$ cat config.mk
export PLATFORM = sky130hd
export DESIGN_NAME = idle_wake_ctrl
export DESIGN_NICKNAME = d
export VERILOG_FILES = /design/src/rtl/idle_wake_ctrl.sv
export SDC_FILE = /design/constraint.sdc
export NUM_CORES = 1
export LEC_CHECK = 0
export BUFFER_PORTS_ARGS = -buffer_cell sky130_fd_sc_hd__buf_2
export CAP_MARGIN = 10
export CELL_PAD_IN_SITES_DETAIL_PLACEMENT = 2
export CELL_PAD_IN_SITES_GLOBAL_PLACEMENT = 2
export CORE_UTILIZATION = 18
export CTS_BUF_LIST = sky130_fd_sc_hd__clkbuf_4
export CTS_CLUSTER_DIAMETER = 40
export DETAILED_ROUTE_END_ITERATION = 10
export PLACE_DENSITY = 0.92
export SLEW_MARGIN = 20
export SYNTH_ARGS = -nofsm -noshare
export SYNTH_HDL_FRONTEND = slang
export SYNTH_SLANG_ARGS = --single-unit
$ cat constraint.sdc
create_clock -name clk -period 2 [get_ports clk]
set_input_delay 0 -clock clk [delete_from_list [all_inputs] [get_ports clk]]
set_output_delay 0 -clock clk [all_outputs]
set_load 0.05 [all_outputs]
$ cat src/rtl/idle_wake_ctrl.sv
module idle_wake_ctrl #(
  parameter int NUM_IRQ = 8
) (
  input  logic               clk,
  input  logic               rst_n,
  input  logic               req_wr,
  input  logic               req_wdata,
  input  logic               speed_wr,
  input  logic               speed_slow,
  input  logic [NUM_IRQ-1:0] irq_latch,
  input  logic [NUM_IRQ-1:0] irq_enable,
  input  logic               ime,
  input  logic               warmup_done,
  output logic               cpu_clk_en,
  output logic               vec_take,
  output logic               idle_req,
  output logic [1:0]         mode
);
  localparam logic [1:0] RUN_NORMAL = 2'd0;
  localparam logic [1:0] RUN_SLOW   = 2'd1;
  localparam logic [1:0] IDLE       = 2'd2;
  localparam logic [1:0] WARMUP     = 2'd3;

  logic [1:0] mode_q;
  logic       saved_slow_q;
  logic       vec_q;
  logic       wake_pending;
  logic       in_run;
  logic       enter;

  assign wake_pending = |(irq_latch & irq_enable);
  assign in_run       = ~mode_q[1];
  assign enter        = in_run & req_wr & req_wdata & ~wake_pending;

  always_ff @(posedge clk or negedge rst_n) begin
    if (!rst_n) begin
      mode_q       <= WARMUP;
      saved_slow_q <= 1'b0;
      vec_q        <= 1'b0;
    end else begin
      vec_q <= 1'b0;
      case (mode_q)
        WARMUP: if (warmup_done) mode_q <= RUN_NORMAL;
        IDLE: if (wake_pending) begin
          mode_q <= saved_slow_q ? RUN_SLOW : RUN_NORMAL;
          vec_q  <= ime;
        end
        default: begin
          if (enter) begin
            mode_q       <= IDLE;
            saved_slow_q <= mode_q[0];
          end else if (speed_wr) begin
            mode_q <= speed_slow ? RUN_SLOW : RUN_NORMAL;
          end
        end
      endcase
    end
  end

  assign mode       = mode_q;
  assign cpu_clk_en = in_run;
  assign idle_req   = (mode_q == IDLE);
  assign vec_take   = vec_q;

  assert_warmup_exit_R2: assert property (@(posedge clk) disable iff (!rst_n)
    (mode == WARMUP && warmup_done) |=> (mode == RUN_NORMAL));

  assert_enter_R4: assert property (@(posedge clk) disable iff (!rst_n)
    $rose(idle_req) |-> $past(req_wr && req_wdata && cpu_clk_en));

  assert_refuse_R5: assert property (@(posedge clk) disable iff (!rst_n)
    (cpu_clk_en && req_wr && wake_pending) |=> !idle_req);

  assert_hold_R6: assert property (@(posedge clk) disable iff (!rst_n)
    (idle_req && !wake_pending) |=> idle_req);

  assert_wake_R7: assert property (@(posedge clk) disable iff (!rst_n)
    (idle_req && wake_pending) |=> (cpu_clk_en && !idle_req));

  assert_no_vec_R8: assert property (@(posedge clk) disable iff (!rst_n)
    (idle_req && wake_pending && !ime) |=> !vec_take);

  assert_vec_pulse_R9: assert property (@(posedge clk) disable iff (!rst_n)
    vec_take |=> !vec_take);

  assert_vec_origin_R9: assert property (@(posedge clk) disable iff (!rst_n)
    vec_take |-> $past(idle_req && ime));
endmodule

### After elaboration in Yosys (flattened, before gate mapping)

Cells that the tools add are included.

| storage, ports and cells | value |
|---|---|
| bits in registers | 4 |
| input bits | 24 |
| output and inout bits | 5 |
| logic and storage cells | 28 |

| operators by class | value |
|---|---|
| equality and inequality tests | 4 |
| mux-type cells | 9 |
| bitwise logic cells | 7 |
| reduce and logical (&&, ||, !) cells | 5 |

Operator list:

| operator | number |
|---|---|
| $and 8x8->8 | 1 |
| $mux 2 | 4 |
| $reduce_or 8->1 | 1 |
| $eq 2x2->1 const B | 2 |
| $mux 1 | 4 |
| $pmux 2 s2 | 1 |
| $reduce_bool 4->1 | 1 |
| $and 1x1->1 | 3 |
| $not 1->1 | 3 |
| $reduce_and 3->1 | 1 |
| $ne 2x1->1 const B | 1 |
| $ne 2x2->1 const B | 1 |
| $reduce_and 2->1 | 1 |
| $reduce_or 2->1 | 1 |

### Logic depth before layout (Yosys ltp)

Gate-level depths: netlist of the first run.

| depth | value |
|---|---|
| word-level depth | 6 |
| mapped depth | 4 |
| mapped depth without buffers | 4 |

### Worst setup path before layout of the first run

OpenSTA, ideal clock, no wires.

| timing path | value |
|---|---|
| path kind | reg2reg |
| from | register mode_q[1] (netlist: mode[1]) |
| to | register vec_q (netlist: vec_take) |
| setup time | 68 ps |
| data arrival time | 2,078 ps |
| required time | 1,932 ps |
| path slack | -147 ps |
| cell stages (with the launch flop) | 4 |
| buffers on the path | 0 |
| clock period less this slack | 2,147 ps |
| cells stage by stage | dfstp_2 > inv_1 > nor2_1 > and3_2 |

| on the way | value |
|---|---|
| word-level cells in the longest chain between the ends | 2 |

Ends and longest elaborated chain:

| what | RTL line | RTL |
|---|---|---|
| start: declaration | 24 | `logic [1:0] mode_q;` |
| start signal: assignment | 45 | `mode_q <= saved_slow_q ? RUN_SLOW : RUN_NORMAL;` |
| start signal: assignment | 53 | `mode_q <= speed_slow ? RUN_SLOW : RUN_NORMAL;` |
| $eq 2x2->1 | -- |  |
| net idle_req | 16 | `output logic idle_req,` |
| $mux 1 | 42 | `case (mode_q)` |
| end signal: assignment | 46 | `vec_q <= ime;` |
| end: declaration | 26 | `logic vec_q;` |

The timed path passes the listed nets, and every way through them passes these cells.
A chain may end at the register's enable or synchronous reset.

### Worst setup path after layout of the first run

| timing path | value |
|---|---|
| from | register mode_q[1] (netlist: mode[1]) |
| to | output port idle_req |

| on the way | value |
|---|---|
| word-level cells in the longest chain between the ends | 1 |

Ends and longest elaborated chain:

| what | RTL line | RTL |
|---|---|---|
| $eq 2x2->1 | 62 | `assign idle_req = (mode_q == IDLE);` |
| end: declaration | 16 |  |

No other way between the ends.

==> run_results.csv, run 1 <==
group,metric,value,unit
synthesis,synthTopCellsByCount,"a22oi_2 (3), nor2_1 (3)",
power,power_frac_clock,0.206,
global_routing,groute.usage.overall,0.1533,
floorplanning,core_area,1350,um^2
synthesis,synth_top_cell_by_area,"dfstp_2",
power,power.share.switching,0.4649,
placement,dp_hpwl,846.3,um
floorplanning,die_h,40.93,um
power,p_seq_frac,0.303,
critical_path,crit_arrival,1.29,ns
floorplanning,rows,13,
route,drt-initial-drc-count,1,
route,dr_total_vias,334,
route,ant_nets,0,
critical_path,timing.rr.end,"saved_slow_q",
critical_path,cp-end-kind,"primary output",
global_routing,grt_max_degree,8,
synthesis,syn_inst,26,
route,wire_per_inst,13.12,um
critical_path,path_class,"flop to primary output",
status,status,"complete, no violations",
placement,dp_cells,69,
synthesis,synth_xor_area_frac,0,
route,viasPerCell,4.575,
cts,cts-root-buf,"clkbuf_4",
timing,worst_pin_slew,0.2544,ns
timing,rsz0062_at_grt,"no",
power,combPwrFrac,0.491,
min_path,whs_path_depth,2,
synthesis,synth_edf_count,0,
floorplanning,dieArea,1675,um^2
global_routing,overflow,0,
power,ir_drop,332.1,uV
global_routing,antenna_found_initial,0,
route,drt-total-wl,958,um
timing,fin_crit,1.285,ns
timing,setup_tns,0,ns
power,internal_power,263.2,uW
critical_path,regToRegStartpoint,"mode[1]",
placement,numPortBuffers,28,
finish,area_growth,71.10,%
finish,finalNetCount,84,
power,switching_power,228.6,uW
critical_path,path_max_fanout,5,
timing,slew_headroom,0.8292,
timing,skew,0.0001044,ns
timing,setup_viol,0,
synthesis,ys_top_cells_by_area,"dfstp_2 (19%), dfrtp_1 (18%), a22oi_2 (14%)",
timing,hold_violations,0,
synthesis,yosysUniqueCellTypes,18,
synthesis,synth_area,272.8,um^2
synthesis,synthesis.yosys.warnings,0,
finish,layout-drive-gt1-share,0.6897,
critical_path,reg2reg_depth,4,
route,firstDrtPassIters,2,
floorplanning,ios,29,
synthesis,synth_top_area_frac,0.1927,
power,power_density,1054,nW/um^2
min_path,holdPathEnd,"vec_take",
min_path,min-delay-start,"ime",
placement,place_congestion,0.6617,
timing,hold_slack,0.01472,ns
synthesis,ys_ff_latch,4,
floorplanning,start_util,0.2020,
critical_path,r2r_slack,0.77,ns
synthesis,synth_top_family_by_area,"compound AO/OA/AOI/OAI gates",
cts,numCtsBuffers,3,
route,drc,0,
cts,tritoncts,"yes",
synthesis,syn_nets,50,
synthesis,synth_ff_type,"dfstp_2",
cts,clk_pin_slew,0.04,ns
cts,h-tree-depth,1,
synthesis,async_flop_share,1.000,
finish,final_cell_count_no_fill,73,
timing,fin_crit_sh,0.6426,
cts,clk_path_buf_depth,2,
timing,fmax,0.7780,GHz
finish,n_antenna_cell,0,
timing,finalMaxSlewViolations,0,
critical_path,cp.required,2.00,ns
synthesis,synth_mux_area_frac,0.04128,
critical_path,crit_path_start_kind,"flop",
synthesis,syn-mean-instance-area,10.49,um^2
global_routing,grt_pass1_vias,375,
power,leakage,0.2427,nW
finish,fin_util,0.3457,
cts,clk_latency,0.24,ns
synthesis,synthAdderAreaFrac,0,
synthesis,yosys.area_share.simple,0.2294,
floorplanning,die-width,40.93,um
min_path,hold_class,"input port to flop",
synthesis,synth_compound_area_frac,0.3394,
power,total_power,491.8,uW
synthesis,ys_seq_area_frac,0.3761,
cts,clkSinkCount,4,
run,drv_cap,0,
global_routing,grt_pass1_wl,1580,um
cts,cts_resized,0,
final cells by class:
cell class,instances,area [um^2]
clock buffer,3,22.52
fill,167,883.3
inverter,1,3.754
multi-input combinational,21,168.9
sequential,4,102.6
tap,15,18.77
timing repair buffer,29,150.1
registers in the layout, indices dropped and copies added (netlist names):
name and cells:
vec_take 1, saved_slow_q 1, mode 2
power by group through the flow:
| stage | Sequential, mW | Clock (mW) | Combinational [mW] |
|---|---|---|---|
| after detailed placement | 0.152 | 0 | 0.244 |
| after global placement | 0.147 | 0 | 0.238 |
| after global routing | 0.158 | 0.112 | 0.259 |
| after floorplan | 0.210 | 0 | 0.105 |
| after CTS | 0.151 | 0.106 | 0.246 |
| final | 0.149 | 0.101 | 0.241 |
critical path, stage by stage (launching register included):
cell and delay [ns]:
dfstp_2 0.56, inv_1 0.09, nor2_2 0.12, buf_2 0.27
through the flow:
stage          worst slack [ns]  instance area (um^2)
2_1_floorplan            0.1147                 275.3
3_3_place_gp             0.7596                 434.2
3_5_place_dp             0.7658                 434.2
4_1_cts                  0.6899                 466.7
5_1_grt                  0.6122                 466.7
6_report                 0.7147                 466.7
logic make-up (layout without fill, tap and decap cells):
group / after synthesis / after routing
compound gates: 9 / 9
mux: 1 / 1
flops: 4 / 4
buf+inv: 1 / 33
simple gates: 11 / 11
worst max path at each step:
stage	slack, ns	startpoint	to	cells past startpoint
6_report	0.71	mode[1]	idle_req	3
5_1_grt	0.61	mode[1]	idle_req	3
4_1_cts	0.69	mode[1]	idle_req	3
3_5_place_dp	0.77	mode[1]	saved_slow_q	4
3_3_place_gp	0.76	mode[1]	saved_slow_q	4
2_1_floorplan	0.11	mode[1]	vec_take	3
per-layer routing:
layer | GRT usage | vias up | wire, um
li1 | - | 163 | -
met3 | 0.08152 | 2 | 53
met5 | 0 | - | 0
met2 | 0.2578 | 13 | 512
met1 | 0.1617 | 156 | 380
met4 | 0.05000 | 0 | 10
repair_timing:
item | 4_1_cts | 5_1_grt
hold endpoints to repair | 4 | 0
endpoints found under the setup margin | 0 | 0
setup buffers | 0 | 0
hold buffers | 1 | 0
layout by cell type (no fill, tap or decap), types with 2 or more instances in the layout:
| master | synthesis | layout |
|---|---|---|
| buf_2 | 0 | 28 |
| dfrtp_1 | 2 | 2 |
| nand2b_1 | 2 | 2 |
| nand2_1 | 2 | 2 |
| dfstp_2 | 2 | 2 |
| a22oi_2 | 3 | 3 |
| clkbuf_4 | 0 | 3 |
| nor2_1 | 3 | 2 |
Power figures use the tool's default switching activity.
==> run 2: changes to the inputs <==
- ABC_AREA: unset -> 1
- CORE_ASPECT_RATIO: unset -> 1.2
- CORE_UTILIZATION: 18 -> 15
- PLACE_DENSITY: 0.92 -> 0.85
- clock period: 2 -> 1.3 ns (I/O delays scaled with it)
==> run_results.csv, run 2 <==
group,metric,value,unit
route,wire_per_inst,10.92,um
synthesis,synth_area,289.0,um^2
route,viasPerCell,4.309,
status,status,"complete, no violations",
min_path,hold_class,"input port to flop",
critical_path,timing.rr.end,"mode[0]",
finish,finalNetCount,103,
placement,dp_hpwl,879.4,um
global_routing,groute.usage.overall,0.1197,
finish,fillers,235,
timing,skew,0.01284,ns
critical_path,cp.required,1.49,ns
floorplanning,dieArea,2107,um^2
global_routing,overflow,0,
critical_path,crit_arrival,1.44,ns
critical_path,cp-end-kind,"flop",
synthesis,synth_xor_area_frac,0,
timing,finalMaxSlewViolations,0,
timing,fin_crit_sh,0.9565,
route,ant_nets,0,
synthesis,syn-mean-instance-area,6.722,um^2
synthesis,ys_seq_area_frac,0.3550,
global_routing,antenna_found_initial,0,
route,firstDrtPassIters,2,
floorplanning,start_util,0.1580,
floorplanning,ios,29,
run,drv_cap,0,
synthesis,syn_inst,43,
critical_path,regToRegStartpoint,"mode[1]",
cts,clkSinkCount,4,
floorplanning,core_area,1829,um^2
route,dr_total_vias,418,
timing,hold_violations,0,
power,total_power,490.8,uW
route,drt-total-wl,1059,um
global_routing,grt_max_degree,6,
finish,area_growth,86.15,%
finish,layout-drive-gt1-share,0.5897,
finish,final_area,538.0,um^2
finish,layout_common_cells,"buf_2 (27), nand2_1 (20), clkbuf_4 (4)",
floorplanning,die-width,42.07,um
synthesis,ys_ff_latch,4,
finish,final_common_cell,"buf_2",
min_path,min-delay-start,"ime",
synthesis,ys_top_cells_by_area,"nand2_1 (27%), dfstp_2 (18%), dfrtp_1 (17%)",
timing,worst_pin_slew,0.2554,ns
synthesis,synthesis.yosys.warnings,0,
finish,largest_register_ff_count,2,
min_path,holdPathEnd,"vec_take",
synthesis,synth_edf_count,0,
power,ir_drop,386.2,uV
cts,tritoncts,"yes",
cts,cts-root-buf,"clkbuf_4",
cts,clk_pin_slew,0.05,ns
floorplanning,die_h,50.09,um
timing,fmax,0.8042,GHz
global_routing,grt_pass1_vias,449,
finish,ff_latch_area,106.4,um^2
timing,setup_viol,0,
critical_path,path_max_fanout,5,
synthesis,synth_compound_area_frac,0.03463,
power,power_density,912.2,nW/um^2
critical_path,reg2reg_depth,7,
synthesis,synth_top_cell_by_area,"nand2_1",
placement,post_dp_cell_area,469.2,um^2
synthesis,async_flop_share,1.000,
synthesis,yosysUniqueCellTypes,15,
cts,h-tree-depth,1,
cts,clk_path_buf_depth,2,
synthesis,synth_mux_area_frac,0,
route,drt-initial-drc-count,4,
placement,numPortBuffers,28,
synthesis,synth_most_common_cell,"nand2_1",
finish,multiInputGateArea,183.9,um^2
min_path,whs_path_depth,3,
synthesis,synth_top_family_by_area,"simple AND/OR/NAND/NOR gates",
global_routing,grt_pass1_wl,1787,um
synthesis,syn_nets,67,
synthesis,synth_ff_type,"dfstp_2",
floorplanning,rows,17,
power,leakage,0.3116,nW
cts,clk_latency,0.25,ns
critical_path,crit_path_start_kind,"flop",
placement,place_congestion,0.7878,
synthesis,synth_top_area_frac,0.2727,
synthesis,synthAdderAreaFrac,0,
route,drc,0,
timing,fin_crit,1.243,ns
finish,n_antenna_cell,0,
critical_path,path_class,"flop to flop",
critical_path,r2r_slack,0.06,ns
cts,numCtsBuffers,3,
timing,slew_headroom,0.8309,
synthesis,yosys.area_share.simple,0.5584,
==> run 2: cell types whose count changed in the layout (fill, tap and decap cells not counted), moves of 2 or more <==
| cell | before | now |
|---|---|---|
| nor2_4 | 0 | 3 |
| a22oi_2 | 3 | 0 |
| nand3_2 | 0 | 2 |
| buf_4 | 0 | 2 |
| nand2b_1 | 2 | 0 |
| nand2_2 | 0 | 3 |
| nand2_1 | 2 | 20 |
==> run 2: timing repair <==
action | 4_1_cts | 5_1_grt
endpoints found under the hold margin | 4 | 0
endpoints found under the setup margin | 1 | 2
buffers inserted | 0 | 2
resized for setup | 2 | 2
hold buffers | 1 | 0
pin swaps | 0 | 3
==> run 2: cell type report <==
| cell class | instances | share of cell area |
|---|---|---|
| clock buffer | 4 | 0.05581 |
| sequential | 4 | 0.1977 |
| timing repair buffer | 31 | 0.3186 |
| multi-input combinational | 35 | 0.3419 |
| tap | 19 | 0.04419 |
| inverter | 4 | 0.04186 |
==> run 2: routing by layer <==
| layer | track usage | share of wire | vias to the layer above | wire length [um] |
|---|---|---|---|---|
| met4 | 0.06250 | 0.020 | 0 | 21 |
| met2 | 0.2057 | 0.51 | 18 | 541 |
| met5 | 0 | 0 | - | 0 |
| li1 | - | - | 204 | - |
| met3 | 0.06960 | 0.088 | 4 | 93 |
| met1 | 0.1104 | 0.38 | 192 | 403 |
==> run 2: worst max-delay path by stage <==
stage	start	depth (start not counted)	end	slack [ns]
2_1_floorplan	mode[1]	8	mode[0]	-0.28
3_5_place_dp	mode[1]	7	mode[0]	0.03
3_3_place_gp	mode[1]	7	mode[0]	0.05
5_1_grt	mode[1]	7	mode[0]	-0.01
6_report	mode[1]	7	mode[0]	0.06
4_1_cts	mode[1]	7	mode[0]	0.02
==> run 2: cells by family (layout without fill, tap and decap cells) <==
family                 Yosys count  in the layout
flip-flops                       4              4
AND/OR/NAND/NOR                 33             33
AO/OA/AOI/OAI                    2              2
buffers and inverters            4             39
==> run 2: power breakdown <==
part	leakage, nW	total [mW]	switching [mW]	internal (mW)
clock network	0.0184	0.198	0.0617	0.137
logic	0.244	0.132	0.0755	0.0566
registers	0.0487	0.160	0.0166	0.144
total	0.312	0.491	0.154	0.337
==> run 2: per-stage QoR <==
step                TNS [ns]  hold slack, ns  utilization  cells  setup slack (ns)
finish                     0        0.008038       0.2941     97           0.05658
detailed placement         0         -0.1897       0.2565     90           0.03143
global route        -0.01226        0.008979       0.2941     97          -0.01014
CTS                        0        0.006707       0.2818     95           0.01839
floorplan            -0.5573         -0.2956            -     43           -0.2760
global placement           0         -0.1897       0.2565     90           0.04858
==> run 2: worst max-delay path: stages, from the launching register on <==
cell and delay, ns:
dfstp_4 0.65, inv_8 0.04, and3_1 0.15, nand3_2 0.11
nand2_1 0.06, nand2_1 0.06, nand3_1 0.06, nand2_1 0.06
